`src/rtl/scan_tap_pkg.sv`:
```
`timescale 1ns/1ps
package scan_tap_pkg;

  localparam int IR_W = 3;

  localparam logic [IR_W-1:0] OP_EXTEST  = 3'b000;
  localparam logic [IR_W-1:0] OP_IDCODE  = 3'b001;
  localparam logic [IR_W-1:0] OP_SAMPLEZ = 3'b010;
  localparam logic [IR_W-1:0] OP_SAMPLE  = 3'b100;
  localparam logic [IR_W-1:0] OP_BYPASS  = 3'b111;
  localparam logic [IR_W-1:0] IR_CAPTURE = 3'b001;

  typedef enum logic [3:0] {
    ST_TLR    = 4'd0,
    ST_RTI    = 4'd1,
    ST_SEL_DR = 4'd2,
    ST_CAP_DR = 4'd3,
    ST_SH_DR  = 4'd4,
    ST_EX1_DR = 4'd5,
    ST_PAU_DR = 4'd6,
    ST_EX2_DR = 4'd7,
    ST_UPD_DR = 4'd8,
    ST_SEL_IR = 4'd9,
    ST_CAP_IR = 4'd10,
    ST_SH_IR  = 4'd11,
    ST_EX1_IR = 4'd12,
    ST_PAU_IR = 4'd13,
    ST_EX2_IR = 4'd14,
    ST_UPD_IR = 4'd15
  } tapState_e;

  typedef enum logic [1:0] {
    DR_BYPASS   = 2'd0,
    DR_IDENT    = 2'd1,
    DR_BOUNDARY = 2'd2
  } drSel_e;

  typedef struct packed {
    logic   capDr;
    logic   shiftDr;
    logic   updDr;
    logic   shiftIr;
    drSel_e drSel;
  } tapStrobe_t;

endpackage

```
`src/rtl/scan_tap_ctrl.sv`:
```
`timescale 1ns/1ps
module scan_tap_ctrl
  import scan_tap_pkg::*;
(
  input  logic            tck,
  input  logic            rstN,
  input  logic            tms,
  input  logic            tdi,
  output tapState_e       state,
  output tapStrobe_t      strobe,
  output logic            irTdo,
  output logic [IR_W-1:0] irCode,
  output logic            outHiZ,
  output logic            extestMode
);

  tapState_e       nextState;
  logic [IR_W-1:0] irShift;
  logic [IR_W-1:0] irReg;
  drSel_e          drSel;

  // state transitions of the standard controller
  always_comb begin
    case (state)
      ST_TLR:    nextState = tms ? ST_TLR    : ST_RTI;
      ST_RTI:    nextState = tms ? ST_SEL_DR : ST_RTI;
      ST_SEL_DR: nextState = tms ? ST_SEL_IR : ST_CAP_DR;
      ST_CAP_DR: nextState = tms ? ST_EX1_DR : ST_SH_DR;
      ST_SH_DR:  nextState = tms ? ST_EX1_DR : ST_SH_DR;
      ST_EX1_DR: nextState = tms ? ST_UPD_DR : ST_PAU_DR;
      ST_PAU_DR: nextState = tms ? ST_EX2_DR : ST_PAU_DR;
      ST_EX2_DR: nextState = tms ? ST_UPD_DR : ST_SH_DR;
      ST_UPD_DR: nextState = tms ? ST_SEL_DR : ST_RTI;
      ST_SEL_IR: nextState = tms ? ST_TLR    : ST_CAP_IR;
      ST_CAP_IR: nextState = tms ? ST_EX1_IR : ST_SH_IR;
      ST_SH_IR:  nextState = tms ? ST_EX1_IR : ST_SH_IR;
      ST_EX1_IR: nextState = tms ? ST_UPD_IR : ST_PAU_IR;
      ST_PAU_IR: nextState = tms ? ST_EX2_IR : ST_PAU_IR;
      ST_EX2_IR: nextState = tms ? ST_UPD_IR : ST_SH_IR;
      ST_UPD_IR: nextState = tms ? ST_SEL_DR : ST_RTI;
      default:   nextState = ST_TLR;
    endcase
  end

  always_ff @(posedge tck or negedge rstN) begin
    if (!rstN) state <= ST_TLR;
    else       state <= nextState;
  end

  // instruction shift stage and active instruction
  always_ff @(posedge tck or negedge rstN) begin
    if (!rstN) begin
      irShift <= IR_CAPTURE;
      irReg   <= OP_IDCODE;
    end else begin
      case (state)
        ST_CAP_IR: irShift <= IR_CAPTURE;
        ST_SH_IR:  irShift <= {tdi, irShift[IR_W-1:1]};
        default:   irShift <= irShift;
      endcase
      if (state == ST_TLR)         irReg <= OP_IDCODE;
      else if (state == ST_UPD_IR) irReg <= irShift;
    end
  end

  // data register selection; unused codes fall to bypass
  always_comb begin
    case (irReg)
      OP_EXTEST, OP_SAMPLEZ, OP_SAMPLE: drSel = DR_BOUNDARY;
      OP_IDCODE:                        drSel = DR_IDENT;
      default:                          drSel = DR_BYPASS;
    endcase
  end

  assign strobe.capDr   = (state == ST_CAP_DR);
  assign strobe.shiftDr = (state == ST_SH_DR);
  assign strobe.updDr   = (state == ST_UPD_DR);
  assign strobe.shiftIr = (state == ST_SH_IR);
  assign strobe.drSel   = drSel;

  assign irTdo      = irShift[0];
  assign irCode     = irReg;
  assign outHiZ     = (irReg == OP_SAMPLEZ);
  assign extestMode = (irReg == OP_EXTEST);

endmodule

```
`src/rtl/scan_tap_dpath.sv`:
```
`timescale 1ns/1ps
module scan_tap_dpath
  import scan_tap_pkg::*;
#(
  parameter int          BSR_LEN = 109,
  parameter logic [31:0] ID_WORD = 32'h0000_0001
) (
  input  logic               tck,
  input  logic               rstN,
  input  logic               tdi,
  input  tapStrobe_t         strobe,
  input  logic               irTdo,
  input  logic [BSR_LEN-1:0] bsrCapIn,
  output logic [BSR_LEN-1:0] bsrUpdOut,
  output logic               tdo,
  output logic               tdoEn
);

  localparam int ID_W = 32;

  logic               bypassBit;
  logic [ID_W-1:0]    idShift;
  logic [BSR_LEN-1:0] bsrShift;
  logic [BSR_LEN-1:0] bsrShiftNext;
  logic [BSR_LEN-1:0] bsrUpd;
  logic               selBsr;
  logic               selId;
  logic               selByp;
  logic               drOut;

  assign selBsr = (strobe.drSel == DR_BOUNDARY);
  assign selId  = (strobe.drSel == DR_IDENT);
  assign selByp = (strobe.drSel == DR_BYPASS);

  // boundary shift chain: each cell takes its upper neighbour, the top takes tdi
  for (genvar i = 0; i < BSR_LEN; i++) begin : g_cell
    if (i == BSR_LEN - 1) begin : g_top
      assign bsrShiftNext[i] = tdi;
    end else begin : g_mid
      assign bsrShiftNext[i] = bsrShift[i+1];
    end
  end

  always_ff @(posedge tck or negedge rstN) begin
    if (!rstN) begin
      bypassBit <= 1'b0;
      idShift   <= '0;
      bsrShift  <= '0;
      bsrUpd    <= '0;
    end else begin
      if (selByp) begin
        if (strobe.capDr)        bypassBit <= 1'b0;
        else if (strobe.shiftDr) bypassBit <= tdi;
      end
      if (selId) begin
        if (strobe.capDr)        idShift <= ID_WORD;
        else if (strobe.shiftDr) idShift <= {tdi, idShift[ID_W-1:1]};
      end
      if (selBsr) begin
        if (strobe.capDr)        bsrShift <= bsrCapIn;
        else if (strobe.shiftDr) bsrShift <= bsrShiftNext;
        if (strobe.updDr)        bsrUpd   <= bsrShift;
      end
    end
  end

  always_comb begin
    case (strobe.drSel)
      DR_IDENT:    drOut = idShift[0];
      DR_BOUNDARY: drOut = bsrShift[0];
      default:     drOut = bypassBit;
    endcase
  end

  // serial output moves on the falling edge
  always_ff @(negedge tck or negedge rstN) begin
    if (!rstN) begin
      tdo   <= 1'b0;
      tdoEn <= 1'b0;
    end else begin
      tdoEn <= strobe.shiftDr | strobe.shiftIr;
      tdo   <= strobe.shiftIr ? irTdo : drOut;
    end
  end

  assign bsrUpdOut = bsrUpd;

endmodule

```
`src/rtl/scan_tap.sv`:
```
`timescale 1ns/1ps
module scan_tap
  import scan_tap_pkg::*;
#(
  parameter int          BSR_LEN   = 109,
  parameter logic [2:0]  ID_REV    = 3'h2,
  parameter logic [16:0] ID_TYPE   = 17'h0A5C3,
  parameter logic [10:0] ID_VENDOR = 11'h04B
) (
  input  logic               tck,
  input  logic               rstN,
  input  logic               tms,
  input  logic               tdi,
  output logic               tdo,
  output logic               tdoEn,
  input  logic [BSR_LEN-1:0] bsrCapIn,
  output logic [BSR_LEN-1:0] bsrUpdOut,
  output logic               extestMode,
  output logic               outHiZ
);

  localparam logic [31:0] ID_WORD = {ID_REV, ID_TYPE, ID_VENDOR, 1'b1};

  tapState_e       curState;
  tapStrobe_t      strobe;
  logic            irTdo;
  logic [IR_W-1:0] irCode;

  scan_tap_ctrl u_ctrl (
    .tck        (tck),
    .rstN       (rstN),
    .tms        (tms),
    .tdi        (tdi),
    .state      (curState),
    .strobe     (strobe),
    .irTdo      (irTdo),
    .irCode     (irCode),
    .outHiZ     (outHiZ),
    .extestMode (extestMode)
  );

  scan_tap_dpath #(
    .BSR_LEN (BSR_LEN),
    .ID_WORD (ID_WORD)
  ) u_dpath (
    .tck       (tck),
    .rstN      (rstN),
    .tdi       (tdi),
    .strobe    (strobe),
    .irTdo     (irTdo),
    .bsrCapIn  (bsrCapIn),
    .bsrUpdOut (bsrUpdOut),
    .tdo       (tdo),
    .tdoEn     (tdoEn)
  );

endmodule

```
`config.mk`:
```
export PLATFORM = sky130hd
export DESIGN_NAME = scan_tap
export DESIGN_NICKNAME = d
export VERILOG_FILES = /design/src/rtl/scan_tap_pkg.sv /design/src/rtl/scan_tap_ctrl.sv /design/src/rtl/scan_tap_dpath.sv /design/src/rtl/scan_tap.sv
export SDC_FILE = /design/constraint.sdc
export NUM_CORES = 1
export LEC_CHECK = 0
export BUFFER_PORTS_ARGS = -buffer_cell sky130_fd_sc_hd__buf_2
export CAP_MARGIN = 10
export CORE_MARGIN = 10
export CORE_UTILIZATION = 30
export CTS_CLUSTER_DIAMETER = 150
export DETAILED_ROUTE_END_ITERATION = 7
export HOLD_SLACK_MARGIN = 0.12
export MAX_ROUTING_LAYER = met4
export PLACE_DENSITY = 0.46
export SYNTH_ARGS = -nofsm -noshare
export SYNTH_HDL_FRONTEND = slang
export SYNTH_SLANG_ARGS = --single-unit
```
`constraint.sdc`:
```
create_clock -name tck -period 6.3 [get_ports tck]
set_clock_uncertainty 0.05 [all_clocks]
set_input_delay 0.63 -clock tck [delete_from_list [all_inputs] [get_ports tck]]
set_output_delay 0.63 -clock tck [all_outputs]
set_load 0.01 [all_outputs]
```
==> impl_metrics.ini, run 1 <==
[logic_synthesis]
synth_cell_type_count = 41
synth-seq-cells = 263
syn_area_mm2 = 0.0116
seq_area_frac_synth = 0.568
netlist_instances = 798
syn_nets = 914
synth_warnings = 0
synth_area_per_cell_um2 = 14.5

[critical_path]
arrival_ps = 4230
slowest_delay_ps = 390
worst_path_dominant_cell_family = flip-flops
crit_chain = buf_2
cp_num_buf_inv = 1
end_kind = output port
required_ps = 5620
worst_setup_path_start_kind = register
r2r_slack_ps = 1410
critPathMaxFanout = 1
path_class = register to output port
critPathSlowestCell = dfrtn_1

[sta]
hold_viol = 0
tightest_slew_ps = 950
setup_viol = 0
rsz0062_at_grt = no
finalSetupTns_ps = 0
final_max_slew_viol_count = 0
hold_slack_ps = 300
slew_headroom = 0.367

[floorplan]
die_w_um = 217
io_pins = 226
dieArea_mm2 = 0.0469
coreArea_mm2 = 0.0378
initial_core_util = 0.306
die_h_um = 217
row_count = 71

[clock_network]
clockBufferDepth = 3
post_cts.repair.setup_buffers = 0
cts.sinks = 263
htreeDepth = 1
clock_latency_ps = 570
cts-root-buf = clkbuf_16
clk_pin_slew_worst_paths_ps = 60
cts_tree = done
cts_buffers = 31

[final_layout]
syn2layout_area_growth_pct = 23.6
layout_common_cells = mux2_2, dfrtp_1, buf_2, clkbuf_16, nand2_1
mostFrequentLayoutCell = mux2_2
drive_gt1_frac = 0.607
seq_area_mm2 = 0.00658
multi_input_area_mm2 = 0.00467
final.fill_count = 3715
finalNetCount = 1130

[drt]
dr.pass1.iters = 6
drtIter0Drc = 343
postRouteAntennaNets = 0
avgViaCountPerCell = 4.49
routedWlPerCell_um = 18.0
drc = 0
routed_wl_mm = 28.2
num_vias = 7010

[power]
leakage_uw = 0.00754
ir_worst_vdd_mv = 0.226
p_per_area_mw_per_mm2 = 350

[flow_run]
max_cap_violations = 0

[grt]
grt_overflow = 0
grt_use_total = 0.122
grt_pass1_vias = 7762
grt_pass1_wl_mm = 44.9
antenna_found_initial = 15
grt_max_degree = 162

[hold_path]
hold_path_class = primary input to register

[placed_design]
hpwl_mm = 18.1
io_buffers = 225
globalplace.congestion = 0.695

[status]
status = finished, final reports clean
layer usage:
metal	up-vias	share of wire	routed length, µm	global-route usage
met4	0	0.016	439	0.0329
met3	30	0.088	2490	0.0507
li1	3278	-	-	-
met2	158	0.47	13300	0.191
met1	3544	0.42	12000	0.141
met5	-	0	0	-
power breakdown:
part           internal [µW]  switching [µW]  total (µW)
clock network           1160             719        1880
registers               1910             189        2100
logic                    574             460        1030
total                   3650            1370        5020
cells in the mapped netlist:
library cell | n | area, µm²
or3_1 | 1 | 6.26
dfrtp_1 | 259 | 6480
nor3b_1 | 1 | 7.51
nor3_1 | 2 | 10.0
nand4_1 | 1 | 6.26
and2_1 | 1 | 6.26
a211oi_1 | 2 | 15.0
nand3_1 | 4 | 20.0
and3_1 | 2 | 12.5
a22oi_1 | 1 | 7.51
mux2_1 | 11 | 124
inv_1 | 20 | 75.1
mux2_2 | 334 | 3760
nand4bb_1 | 1 | 11.3
a31oi_1 | 1 | 6.26
a21oi_1 | 6 | 30.0
o221ai_1 | 1 | 8.76
nor2_1 | 19 | 71.3
nand2b_1 | 3 | 18.8
ha_1 | 3 | 37.5
dfstp_2 | 2 | 52.6
o21a_1 | 1 | 7.51
buf_4 | 15 | 113
buf_8 | 2 | 30.0
nand3b_1 | 2 | 15.0
o21ai_0 | 6 | 30.0
o311a_1 | 1 | 10.0
nand2_1 | 27 | 101
dfrtn_1 | 2 | 50.1
a221o_1 | 1 | 10.0
or4b_4 | 1 | 13.8
mux2i_1 | 17 | 170
and3b_1 | 1 | 8.76
o22ai_1 | 4 | 25.0
or3b_2 | 2 | 17.5
nor2b_1 | 2 | 12.5
nor4bb_1 | 1 | 10.0
a21boi_2 | 2 | 22.5
xnor2_1 | 1 | 8.76
buf_2 | 23 | 115
clkbuf_1 | 12 | 45.0
what timing repair did:
item,in CTS,in global routing
hold endpoints to repair,50,0
hold buffers,1,0
resized for setup,0,0
path summary, 6_finish.rpt:
check | start | to | cells past startpoint
hold reg to reg | u_dpath.idShift[12] | u_dpath.idShift[12] | 1
hold / removal | tdi | u_ctrl.irShift[2] | 3
setup / recovery | u_dpath.tdo | tdo | 1
min in group asynchronous | rstN | u_ctrl.irCode[2] | 2
setup reg to reg | u_ctrl.state[3] | u_dpath.tdo | 3
max in group asynchronous | rstN | u_dpath.tdoEn | 2
flip-flops by register name, summed over array words and instances (netlist names), 3 cells and up:
signal and count:
u_ctrl.irShift 3, u_ctrl.state 4, u_dpath.bsrShift 109, u_ctrl.irCode 3
u_dpath.bsrUpdOut 109, u_dpath.idShift 32
kinds of logic (layout without fill, tap and decap cells):
family | count (synthesis) | in the layout | share of synthesized area
mux | 362 | 362 | 0.350
flops | 263 | 263 | 0.568
buf+inv | 72 | 310 | 0.0326
simple gates | 71 | 71 | 0.0301
compound gates | 26 | 26 | 0.0149
fa+ha+maj | 3 | 3 | 0.00324
xor+xnor | 1 | 1 | 0.000756
other cells | 0 | 15 | 0
stage by stage:
step	total power [µW]	util	cells	instance area [µm²]	setup slack (ps)
after detailed placement	3190	0.349	1491	13200	1430
after global routing	5320	0.378	1562	14300	1220
after floorplan	2910	-	798	11600	1620
final	5020	0.378	1562	14300	1390
after CTS	5130	0.377	1547	14300	1360
after global placement	3180	0.349	1491	13200	1470
area by class of cell:
cell class / instances / area share
antenna: 15 / 0.00262
timing repair buffer: 235 / 0.0865
multi-input combinational: 463 / 0.326
clock buffer: 43 / 0.0636
clock inverter: 12 / 0.0116
inverter: 20 / 0.00524
sequential: 263 / 0.460
tap: 511 / 0.0447
Power figures use the tool's default switching activity.
==> run 2: changes to the inputs <==
- clock period: 6.3 -> 4.8 ns (I/O delays scaled with it)
==> impl_metrics.ini, run 2 (synthesized netlist as in run 1, its figures left out) <==
[critical_path]
arrival_ps = 1990
worst_setup_path_start_kind = register
end_kind = register
required_ps = 2710
critPathMaxFanout = 6
path_class = register to register

[final_layout]
final.fill_count = 3776
layout_common_cells = mux2_2, dfrtp_1, buf_2, clkbuf_16, nand2_1
fin_util = 0.377
drive_gt1_frac = 0.603
syn2layout_area_growth_pct = 23.3
finalNetCount = 1136
mostFrequentLayoutCell = mux2_2

[drt]
dr.pass1.iters = 4
routed_wl_mm = 28.1
avgViaCountPerCell = 4.49
routedWlPerCell_um = 18.0
num_vias = 7013
drc = 0
postRouteAntennaNets = 0
drtIter0Drc = 220

[placed_design]
io_buffers = 225
globalplace.congestion = 0.692
hpwl_mm = 18.3

[grt]
grt_pass1_vias = 7706
grt_max_degree = 152
grt_use_total = 0.123
grt_overflow = 0
grt_pass1_wl_mm = 45.2
antenna_found_initial = 13

[sta]
final_max_slew_viol_count = 0
hold_viol = 0
tightest_slew_ps = 878
slew_headroom = 0.415
finalSetupTns_ps = 0
setup_viol = 0
rsz0062_at_grt = no

[clock_network]
cts_resized = 0
clock_latency_ps = 500
htreeDepth = 2
cts-root-buf = clkbuf_16
clk_pin_slew_worst_paths_ps = 50
clockBufferDepth = 3
cts_tree = done
cts.sinks = 263
cts_buffers = 34

[status]
status = finished, final reports clean

[power]
ir_worst_vdd_mv = 0.263
leakage_uw = 0.00751
power_uw = 6470
p_per_area_mw_per_mm2 = 453

[flow_run]
max_cap_violations = 0

[floorplan]
initial_core_util = 0.306
coreArea_mm2 = 0.0378
io_pins = 226
row_count = 71
die_h_um = 217
dieArea_mm2 = 0.0469
die_w_um = 217

[hold_path]
hold_path_class = primary input to register
[run 2: stage by stage]
stage / hold WS, ps / instances / setup slack (ps) / cell area (µm²)
2_1_floorplan: 134 / 798 / 874 / 11600
3_3_place_gp: 365 / 1494 / 698 / 13200
3_5_place_dp: 364 / 1494 / 694 / 13200
4_1_cts: 198 / 1549 / 685 / 14200
5_1_grt: 207 / 1562 / 551 / 14300
6_report: 220 / 1562 / 715 / 14300
[run 2: final cells by class]
type | count | area [µm²] | share of cell area
Inverter | 20 | 75.1 | 0.00526
Timing Repair Buffer | 238 | 1270 | 0.0892
Multi-Input combinational cell | 463 | 4670 | 0.327
Antenna cell | 13 | 32.5 | 0.00228
Clock inverter | 7 | 47.5 | 0.00333
Sequential cell | 263 | 6580 | 0.461
Tap cell | 511 | 639 | 0.0448
Clock buffer | 47 | 961 | 0.0673
[run 2: layer usage]
layer  GRT usage  wire, µm  share of wire  up-vias
met5           -         0              0        -
met4      0.0331       488          0.017        0
met3      0.0507      2250          0.080       37
met2       0.190     13100           0.47      154
met1       0.145     12300           0.44     3536
li1            -         -              -     3286
[run 2: worst paths after layout]
path / start / endpoint / slack, ps / cells past startpoint
max: u_ctrl.irCode[1] / u_dpath.tdo / 710 / 6
max in group asynchronous: rstN / u_dpath.tdoEn / 1690 / 2
min: tdi / u_ctrl.irShift[2] / 220 / 3
max reg2reg: u_ctrl.irCode[1] / u_dpath.tdo / 710 / 6
min reg2reg: u_ctrl.irShift[0] / u_ctrl.irShift[0] / 450 / 2
min in group asynchronous: rstN / u_ctrl.state[0] / 440 / 2
[run 2: where the power goes]
part,internal [µW],total (µW),switching (µW),leakage [µW]
Sequential,2510,2720,206,0.00362
Combinational,767,1420,650,0.00340
Clock,1390,2340,947,0.000490
Total,4670,6470,1800,0.00751
[run 2: critical path: stages, from the launching register on]
cell and delay [ps]:
dfrtp_1 420, a21oi_1 240, inv_1 100, ha_1 220
a22oi_1 140, o21ai_0 100, mux2_2 270
[run 2: repair_timing]
action | CTS | global route
hold buffers | 1 | 0
buffers inserted | 0 | 0
setup endpoints to repair | 0 | 0
endpoints found under the hold margin | 44 | 0
